--- src/rtl/vca_pkg.sv ---
package vca_pkg;
  parameter int unsigned VCA_UNITS = 2;
  parameter int unsigned VCA_CNT_W = 8;

  // group finished when nothing outstanding remains after this cycle's grant
  function automatic logic group_done(input logic [VCA_UNITS-1:0] outst,
                                      input logic [VCA_UNITS-1:0] grant);
    return (outst != '0) && ((outst & ~grant) == '0);
  endfunction
endpackage

--- src/rtl/vca_group_track.sv ---
module vca_group_track
  import vca_pkg::*;
#(
  parameter int unsigned NUM_UNITS = VCA_UNITS
) (
  input  logic                 clk_i,
  input  logic                 rst_ni,
  input  logic                 round_start_i,
  input  logic                 active_i,
  input  logic [NUM_UNITS-1:0] req_i,
  input  logic [NUM_UNITS-1:0] grant_i,
  input  logic                 lat_i,
  output logic                 adv_o
);
  logic [NUM_UNITS-1:0] pend_q, pend_d, outst, left;

  always_comb begin
    outst = (pend_q != '0) ? pend_q : req_i;
    left  = outst & ~grant_i;
    adv_o = active_i && !round_start_i && (lat_i || ((outst != '0) && (left == '0)));
    if (round_start_i || !active_i) pend_d = '0;
    else if (lat_i)                 pend_d = pend_q;
    else                            pend_d = left;
  end

  always_ff @(posedge clk_i or negedge rst_ni) begin
    if (!rst_ni) pend_q <= '0;
    else         pend_q <= pend_d;
  end

  // outstanding set of a group never grows without a new group
  p_pend_shrink_r3: assert property (@(posedge clk_i) disable iff (!rst_ni)
    (!round_start_i && !lat_i && pend_q != '0) |=> ((pend_q & ~$past(pend_q)) == '0));
  // latency freezes the pending group
  p_lat_hold_r5: assert property (@(posedge clk_i) disable iff (!rst_ni)
    (active_i && lat_i && !round_start_i) |=> (pend_q == $past(pend_q)));
  // suspended slot drops its pending group
  p_susp_clear_r7: assert property (@(posedge clk_i) disable iff (!rst_ni)
    (!active_i) |=> (pend_q == '0));
endmodule

--- src/rtl/vca_quantum_ctr.sv ---
module vca_quantum_ctr
  import vca_pkg::*;
#(
  parameter int unsigned CNT_W = VCA_CNT_W
) (
  input  logic             clk_i,
  input  logic             rst_ni,
  input  logic             round_start_i,
  input  logic [CNT_W-1:0] quantum_i,
  input  logic             adv_i,
  output logic [CNT_W-1:0] count_o,
  output logic             active_o
);
  logic [CNT_W-1:0] cnt_q;

  always_ff @(posedge clk_i or negedge rst_ni) begin
    if (!rst_ni)            cnt_q <= '0;
    else if (round_start_i) cnt_q <= quantum_i;
    else if (adv_i)         cnt_q <= cnt_q - CNT_W'(1);
  end

  assign count_o  = cnt_q;
  assign active_o = (cnt_q != '0);

  p_load_r1: assert property (@(posedge clk_i) disable iff (!rst_ni)
    round_start_i |=> (cnt_q == $past(quantum_i)));
  p_dec_r2: assert property (@(posedge clk_i) disable iff (!rst_ni)
    (!round_start_i && adv_i) |=> (cnt_q == $past(cnt_q) - CNT_W'(1)));
  p_hold_r6: assert property (@(posedge clk_i) disable iff (!rst_ni)
    (!round_start_i && !adv_i) |=> $stable(cnt_q));
  p_zero_hold_r7: assert property (@(posedge clk_i) disable iff (!rst_ni)
    (!round_start_i && cnt_q == '0) |=> (cnt_q == '0));
endmodule

--- src/rtl/vca_accountant.sv ---
module vca_accountant
  import vca_pkg::*;
#(
  parameter int unsigned NUM_SLOTS = 4,
  parameter int unsigned NUM_UNITS = VCA_UNITS,
  parameter int unsigned CNT_W     = VCA_CNT_W
) (
  input  logic                           clk_i,
  input  logic                           rst_ni,
  input  logic                           round_start_i,
  input  logic [NUM_SLOTS*CNT_W-1:0]     quantum_i,
  input  logic [NUM_SLOTS*NUM_UNITS-1:0] req_i,
  input  logic [NUM_SLOTS*NUM_UNITS-1:0] grant_i,
  input  logic [NUM_SLOTS-1:0]           lat_i,
  output logic [NUM_SLOTS-1:0]           en_no,
  output logic [NUM_SLOTS*CNT_W-1:0]     count_o
);
  logic [NUM_SLOTS-1:0] adv, active;

  for (genvar s = 0; s < NUM_SLOTS; s++) begin : g_slot
    vca_group_track #(.NUM_UNITS(NUM_UNITS)) u_grp (
      .clk_i        (clk_i),
      .rst_ni       (rst_ni),
      .round_start_i(round_start_i),
      .active_i     (active[s]),
      .req_i        (req_i[s*NUM_UNITS +: NUM_UNITS]),
      .grant_i      (grant_i[s*NUM_UNITS +: NUM_UNITS]),
      .lat_i        (lat_i[s]),
      .adv_o        (adv[s])
    );
    vca_quantum_ctr #(.CNT_W(CNT_W)) u_ctr (
      .clk_i        (clk_i),
      .rst_ni       (rst_ni),
      .round_start_i(round_start_i),
      .quantum_i    (quantum_i[s*CNT_W +: CNT_W]),
      .adv_i        (adv[s]),
      .count_o      (count_o[s*CNT_W +: CNT_W]),
      .active_o     (active[s])
    );
    assign en_no[s] = !active[s];

    // a suspended slot is never advanced
    p_no_adv_susp_r7: assert property (@(posedge clk_i) disable iff (!rst_ni)
      en_no[s] |-> !adv[s]);
  end
endmodule

--- config.mk ---
export PLATFORM = sky130hd
export DESIGN_NAME = vca_accountant
export DESIGN_NICKNAME = d
export VERILOG_FILES = /design/src/rtl/vca_pkg.sv /design/src/rtl/vca_group_track.sv /design/src/rtl/vca_quantum_ctr.sv /design/src/rtl/vca_accountant.sv
export SDC_FILE = /design/constraint.sdc
export NUM_CORES = 1
export LEC_CHECK = 0
export CORE_MARGIN = 2
export CORE_UTILIZATION = 35
export CTS_BUF_LIST = sky130_fd_sc_hd__clkbuf_2
export DETAILED_ROUTE_END_ITERATION = 12
export PLACE_DENSITY = 0.67
export SLEW_MARGIN = 20
export SYNTH_ARGS = -nofsm -noshare
export SYNTH_HDL_FRONTEND = slang
export SYNTH_SLANG_ARGS = --single-unit
--- constraint.sdc ---
create_clock -name clk_i -period 1.8 [get_ports clk_i]
set_input_delay 0.18 -clock clk_i [delete_from_list [all_inputs] [get_ports clk_i]]
set_output_delay 0.18 -clock clk_i [all_outputs]
set_load 0.01 [all_outputs]
After elaboration in Yosys (flattened, before gate mapping). Cells that the tools add are included.

Logic and storage cells: 89. Bits of input ports: 55. Bits in registers: 40. Output and inout port bits: 36.

$add $sub $neg: 4. Equal/unequal tests: 4. Bitwise gates (word level): 8. Muxes and demuxes: 20. Reductions and logical operators: 45.

Operators by type and width (count): two-way mux 8 bit (8); nonzero test 8 bit (4); subtractor 8 x 1 -> 8 bit, second input constant (4); two-way mux 2 bit (12); nonzero test 2 bit (12); logical AND 1 bit (12); AND 2 bit (4); logical NOT 2 bit (4); logical OR 1 bit (8); inequality test 2 x 1 -> 1 bit, second input constant (4); NOT 2 bit (4); logical NOT 1 bit (5).

Depth between registers and ports, before layout.
Depth after elaboration: 9. Mapped depth: 8. Mapped depth without buffers: 8.

Hierarchy. Synthesis repeated with hierarchy kept, for this count alone.

Cells, all modules: 312. Area, all modules: 2572.5 um^2.

Modules (own cells, without submodules): vca_quantum_ctr (times used 4, area an instance 488.0 um^2, sequential area each 200.2 um^2, cells each 56); vca_group_track (times used 4, area an instance 151.4 um^2, sequential area each 50.0 um^2, cells each 21); vca_accountant (times used 1, area an instance 15.0 um^2, sequential area each 0.0 um^2, cells each 4).

Least setup slack after synthesis. OpenSTA, ideal clock, no wires.

Path type: reg2reg. Start point: register g_slot[1].u_ctr.cnt_q[0]. End point: register g_slot[1].u_ctr.cnt_q[5]. Arrival time: 1.969 ns. Clock period less this slack: 2.039 ns. Buffers on the path: 0. Cell stages (with the launch flop): 8. Required time: 1.731 ns. Setup time: 0.069 ns. Path slack: -0.239 ns. Cells stage by stage: dfrtp_1 -> inv_1 -> ha_1 -> or4b_4 -> nor4_4 -> nor3_2 -> a311o_1 -> nand3_1.

Longest elaborated chain between the ends: 4. Elaborated cells between the ends (all ways): 7. Classes of those cells: 1 x add/sub; 2 x mux; 4 x reduce/logical.

Ends and longest elaborated chain: start, declared (RTL line vca_quantum_ctr.sv:14) `logic [CNT_W-1:0] cnt_q;`; start signal, assigned (RTL line vca_quantum_ctr.sv:18) `else if (round_start_i) cnt_q <= quantum_i;`; start signal, assigned (RTL line vca_quantum_ctr.sv:19) `else if (adv_i) cnt_q <= cnt_q - CNT_W'(1);`; parallel branches: the longest is 4 deep, another holds subtractor 8 x 1 -> 8 bit.

Several ways; the timed one is not identified. The select of a mux whose other input is x is not followed. A chain may end at the register's enable or synchronous reset.

Final worst setup path.
Start point: register g_slot[2].u_ctr.cnt_q[3]. End point: output en_no[2].

Longest elaborated chain between the ends: 2.

Ends and longest elaborated chain: start, declared (RTL line vca_quantum_ctr.sv:14); start signal, assigned (RTL line vca_quantum_ctr.sv:18); start signal, assigned (RTL line vca_quantum_ctr.sv:19); nonzero test 8 bit (RTL line vca_quantum_ctr.sv:23) `assign active_o = (cnt_q != '0);`; logical NOT 1 bit (RTL line vca_accountant.sv:40) `assign en_no[s] = !active[s];`; end, declared (RTL line vca_accountant.sv:15) `output logic [NUM_SLOTS-1:0] en_no,`.

Every way passes these cells.

==> flow_metrics.tcl <==
set metrics [dict create \
    maxCapViolCount 0 \
    power.density_nw_per_um2 616.9 \
    io-pin-count 91 \
    synth_area_sq_um 2641 \
    multiInputGateArea_sq_um 1648 \
    ys_seq_elements 40 \
    drtIter0Drc 81 \
    grt_pass1_vias 2876 \
    dp_hpwl_um 6151 \
    r2r_end "g_slot[2].u_ctr.count_o[2]$_DFFE_PN0P_" \
    ys.flop_type "dfrtp_1" \
    nFillCells 680 \
    synth_top_area_cell "dfrtp_1" \
    antenna_found_initial 0 \
    arrival_ns 1.89 \
    skew_ns 0.01525 \
    worstHoldEndpoint "g_slot[2].u_grp.pend_q[0]$_DFFE_PN0P_" \
    synth_top_cell_area_share_pct 37.90 \
    drive_gt1_share_pct 26.72 \
    place_inst 546 \
    regToRegSetupSlack_ns -0.13 \
    cp-end-kind "output port" \
    grt_usage_pct 19.41 \
    yosys-top-cells-area "dfrtp_1 (38%), ha_1 (3.8%), inv_1 (3.7%)" \
    final_area_sq_um 4367 \
    clk_latency_ns 0.39 \
    holdPathStages 2 \
    place_congestion 0.8957 \
    wire_per_inst_um 14.49 \
    violations "negative setup slack" \
    grt-ovfl-total 0 \
    final_cell_count_no_fill 563 \
    synth_edf_count 0 \
    fp.coreArea_sq_um 7292 \
    die_height_um 90.87 \
    die-area_sq_um 8257 \
    cts_buffers 5 \
    power_uw 2694 \
    synth_cell_types 59 \
    layout.nets 527 \
    p_leak_uw 0.001851 \
    hold_viol 0 \
    timing.final.ws_setup_ns -0.2729 \
    worst_setup_path_start_kind "flip-flop" \
    worstPathRequired_ns 1.62 \
    reg2regPathDepth 7 \
    cts_tree "built" \
    placed_cell_area_sq_um 4105 \
    rsz0062_at_grt "true" \
    fin_crit_ns 2.073 \
    path_max_fanout 2 \
    drt_wl_total_um 8160 \
    syn_area_per_cell_sq_um 8.688 \
    cts_sinks 40 \
    fin_util_pct 59.88 \
    grt_pass1_wl_um 13310 \
    report.final.slew_viol_count 0 \
    start_util_pct 36.22 \
    finalCritPeriodShare_pct 115.2 \
    via_per_inst 5.302 \
    top_usage_layer "met2" \
    use_met1_pct 24.95 \
    drc 0 \
    dr.pass1.iters 4 \
    port_buffers 90 \
    core.rowCount 31 \
    gr-usage-met2_pct 34.08 \
    synth_seq_area_share_pct 37.90 \
    grt_max_degree 27 \
    n_antenna_cell 0 \
    ys_warn_count 0 \
    cts.path.max_buffers 2 \
    ir_drop_mv 0.3023 \
    seqCellArea_sq_um 1003 \
    synth-async-reset-ratio_pct 100.0 \
    synthToLayoutAreaGrowth_pct 65.32 \
    tightest_slew_ns 0.6184 \
    hp-class "in2reg" \
    max_slew_margin_pct 58.77 \
    synthCells 304 \
    grt_util_met3_pct 3.506 \
    fmax_mhz 482.4 \
    clk_root_buffer_cell "clkbuf_2" \
    path_class "reg2out" \
    h-tree-depth 2 \
    min-delay-start "round_start_i" \
    status "complete, but fails checks" \
    synth_nets 367 \
    final-setup-viol-count 17 \
    final_antenna_net_count 0 \
    vias 2985 \
    reg2reg_from "g_slot[2].u_ctr.count_o[3]$_DFFE_PN0P_" \
    clkTransAtPathRegs_ns 0.21 \
    die_x_um 90.87 \
]
per-layer routing:
layer / share of wire [%] / vias up
li1: - / 1485
met1: 44 / 1408
met2: 51 / 87
met3: 4.6 / 5
met4: 0.54 / 0
met5: 0 / -
cells by family after synthesis:
| logic type | count (synthesis) | synth area share [%] |
|---|---|---|
| simple gates | 122 | 24.96 |
| xor+xnor | 2 | 0.6633 |
| compound gates | 95 | 27.38 |
| flops | 40 | 37.90 |
| buf+inv | 37 | 5.305 |
| fa+ha+maj | 8 | 3.790 |
through the flow:
stage / hold WS [ns] / worst slack, ns / setup TNS [ns]
after global placement: 0.2290 / -0.2309 / -3.918
after CTS: 0.02514 / -0.2837 / -1.848
final: 0.05698 / -0.2729 / -1.415
after detailed placement: 0.2419 / -0.3139 / -4.793
after floorplan: -0.1156 / -0.2294 / -1.164
after global routing: 0.03213 / -0.3685 / -3.573
power by group:
group | internal (uW) | total (uW) | switching [uW]
logic | 676 | 1240 | 562
clock network | 80.3 | 370 | 290
registers | 1000 | 1090 | 83.9
total | 1760 | 2690 | 935
state kept, by name, summed over array words and instances (netlist names):
| signal | count |
|---|---|
| g_slot.u_ctr.count_o | 32 |
| g_slot.u_grp.pend_q | 8 |
worst max path at each step:
stage	end	slack, ns	depth (start not counted)	from
finish	en_no[2]	-0.27	4	g_slot[2].u_ctr.count_o[3]$_DFFE_PN0P_
global route	en_no[1]	-0.37	5	g_slot[1].u_ctr.count_o[0]$_DFFE_PN0P_
CTS	en_no[2]	-0.28	4	g_slot[2].u_ctr.count_o[2]$_DFFE_PN0P_
detailed placement	g_slot[0].u_ctr.count_o[7]$_DFFE_PN0P_	-0.31	6	req_i[0]
global placement	g_slot[2].u_ctr.count_o[7]$_DFFE_PN0P_	-0.23	6	grant_i[4]
floorplan	g_slot[1].u_ctr.count_o[4]$_DFFE_PN0P_	-0.23	6	g_slot[1].u_ctr.count_o[0]$_DFFE_PN0P_
timing repair:
action,4_1_cts,5_1_grt
setup buffers,7,4
hold buffers,1,0
pin swaps,19,15
endpoints found under the setup margin,20,35
endpoints found under the hold margin,24,0
resized for setup,36,21
synthesized netlist by cell type (3+ instances only):
cell and instances:
nand2_1 26, ha_1 8, nand2b_1 10, o21ai_0 12, nand3_1 9, o211ai_1 3, o311ai_0 6, inv_1 26
and3_1 4, clkbuf_1 7, nor3_1 16, or2_2 3, o31ai_1 4, a41oi_1 5, nand4_1 6, o22ai_1 4
dfrtp_1 40, o41ai_1 6, nor2_1 25, nor4_1 3, a2111oi_0 4, nor2b_1 3, a21oi_1 9, a31oi_1 8
a2bb2oi_1 10
cell usage in the layout, fill, tap and decap left out, drive strengths merged, types with 3 or more instances in the layout:
cell	Yosys	routed
o41ai	6	6
a2111oi	4	4
a41oi	6	6
a2bb2oi	10	10
o21ai	13	13
clkbuf	8	5
clkdlybuf4s50	0	84
nor4	4	4
or2	3	3
nor2b	3	3
inv	27	27
a31oi	8	8
ha	8	8
a21oi	9	9
buf	1	77
nor2	25	25
dfrtp	40	40
nand2b	10	10
or4	4	4
nand4	6	6
o31ai	4	4
nand2	26	26
o22ai	4	4
and3	4	4
nor3	17	17
o211ai	3	3
nand3	9	9
clkinv	1	3
o311ai	7	7
critical path, cell delays in order, from the launching register on:
cell and delay, ns:
dfrtp_1 0.44, or3_4 0.38, or4_4 0.52, inv_4 0.08
buf_6 0.09
layout make-up:
cell class | count | area share (%)
clock buffers | 5 | 0.5731
multi-input cells | 227 | 37.74
clock inverters | 2 | 0.1719
flip-flops and latches | 40 | 22.98
well taps | 99 | 2.837
inverters | 28 | 2.464
repair buffers | 162 | 33.24
(Power assumes the default switching activity.)
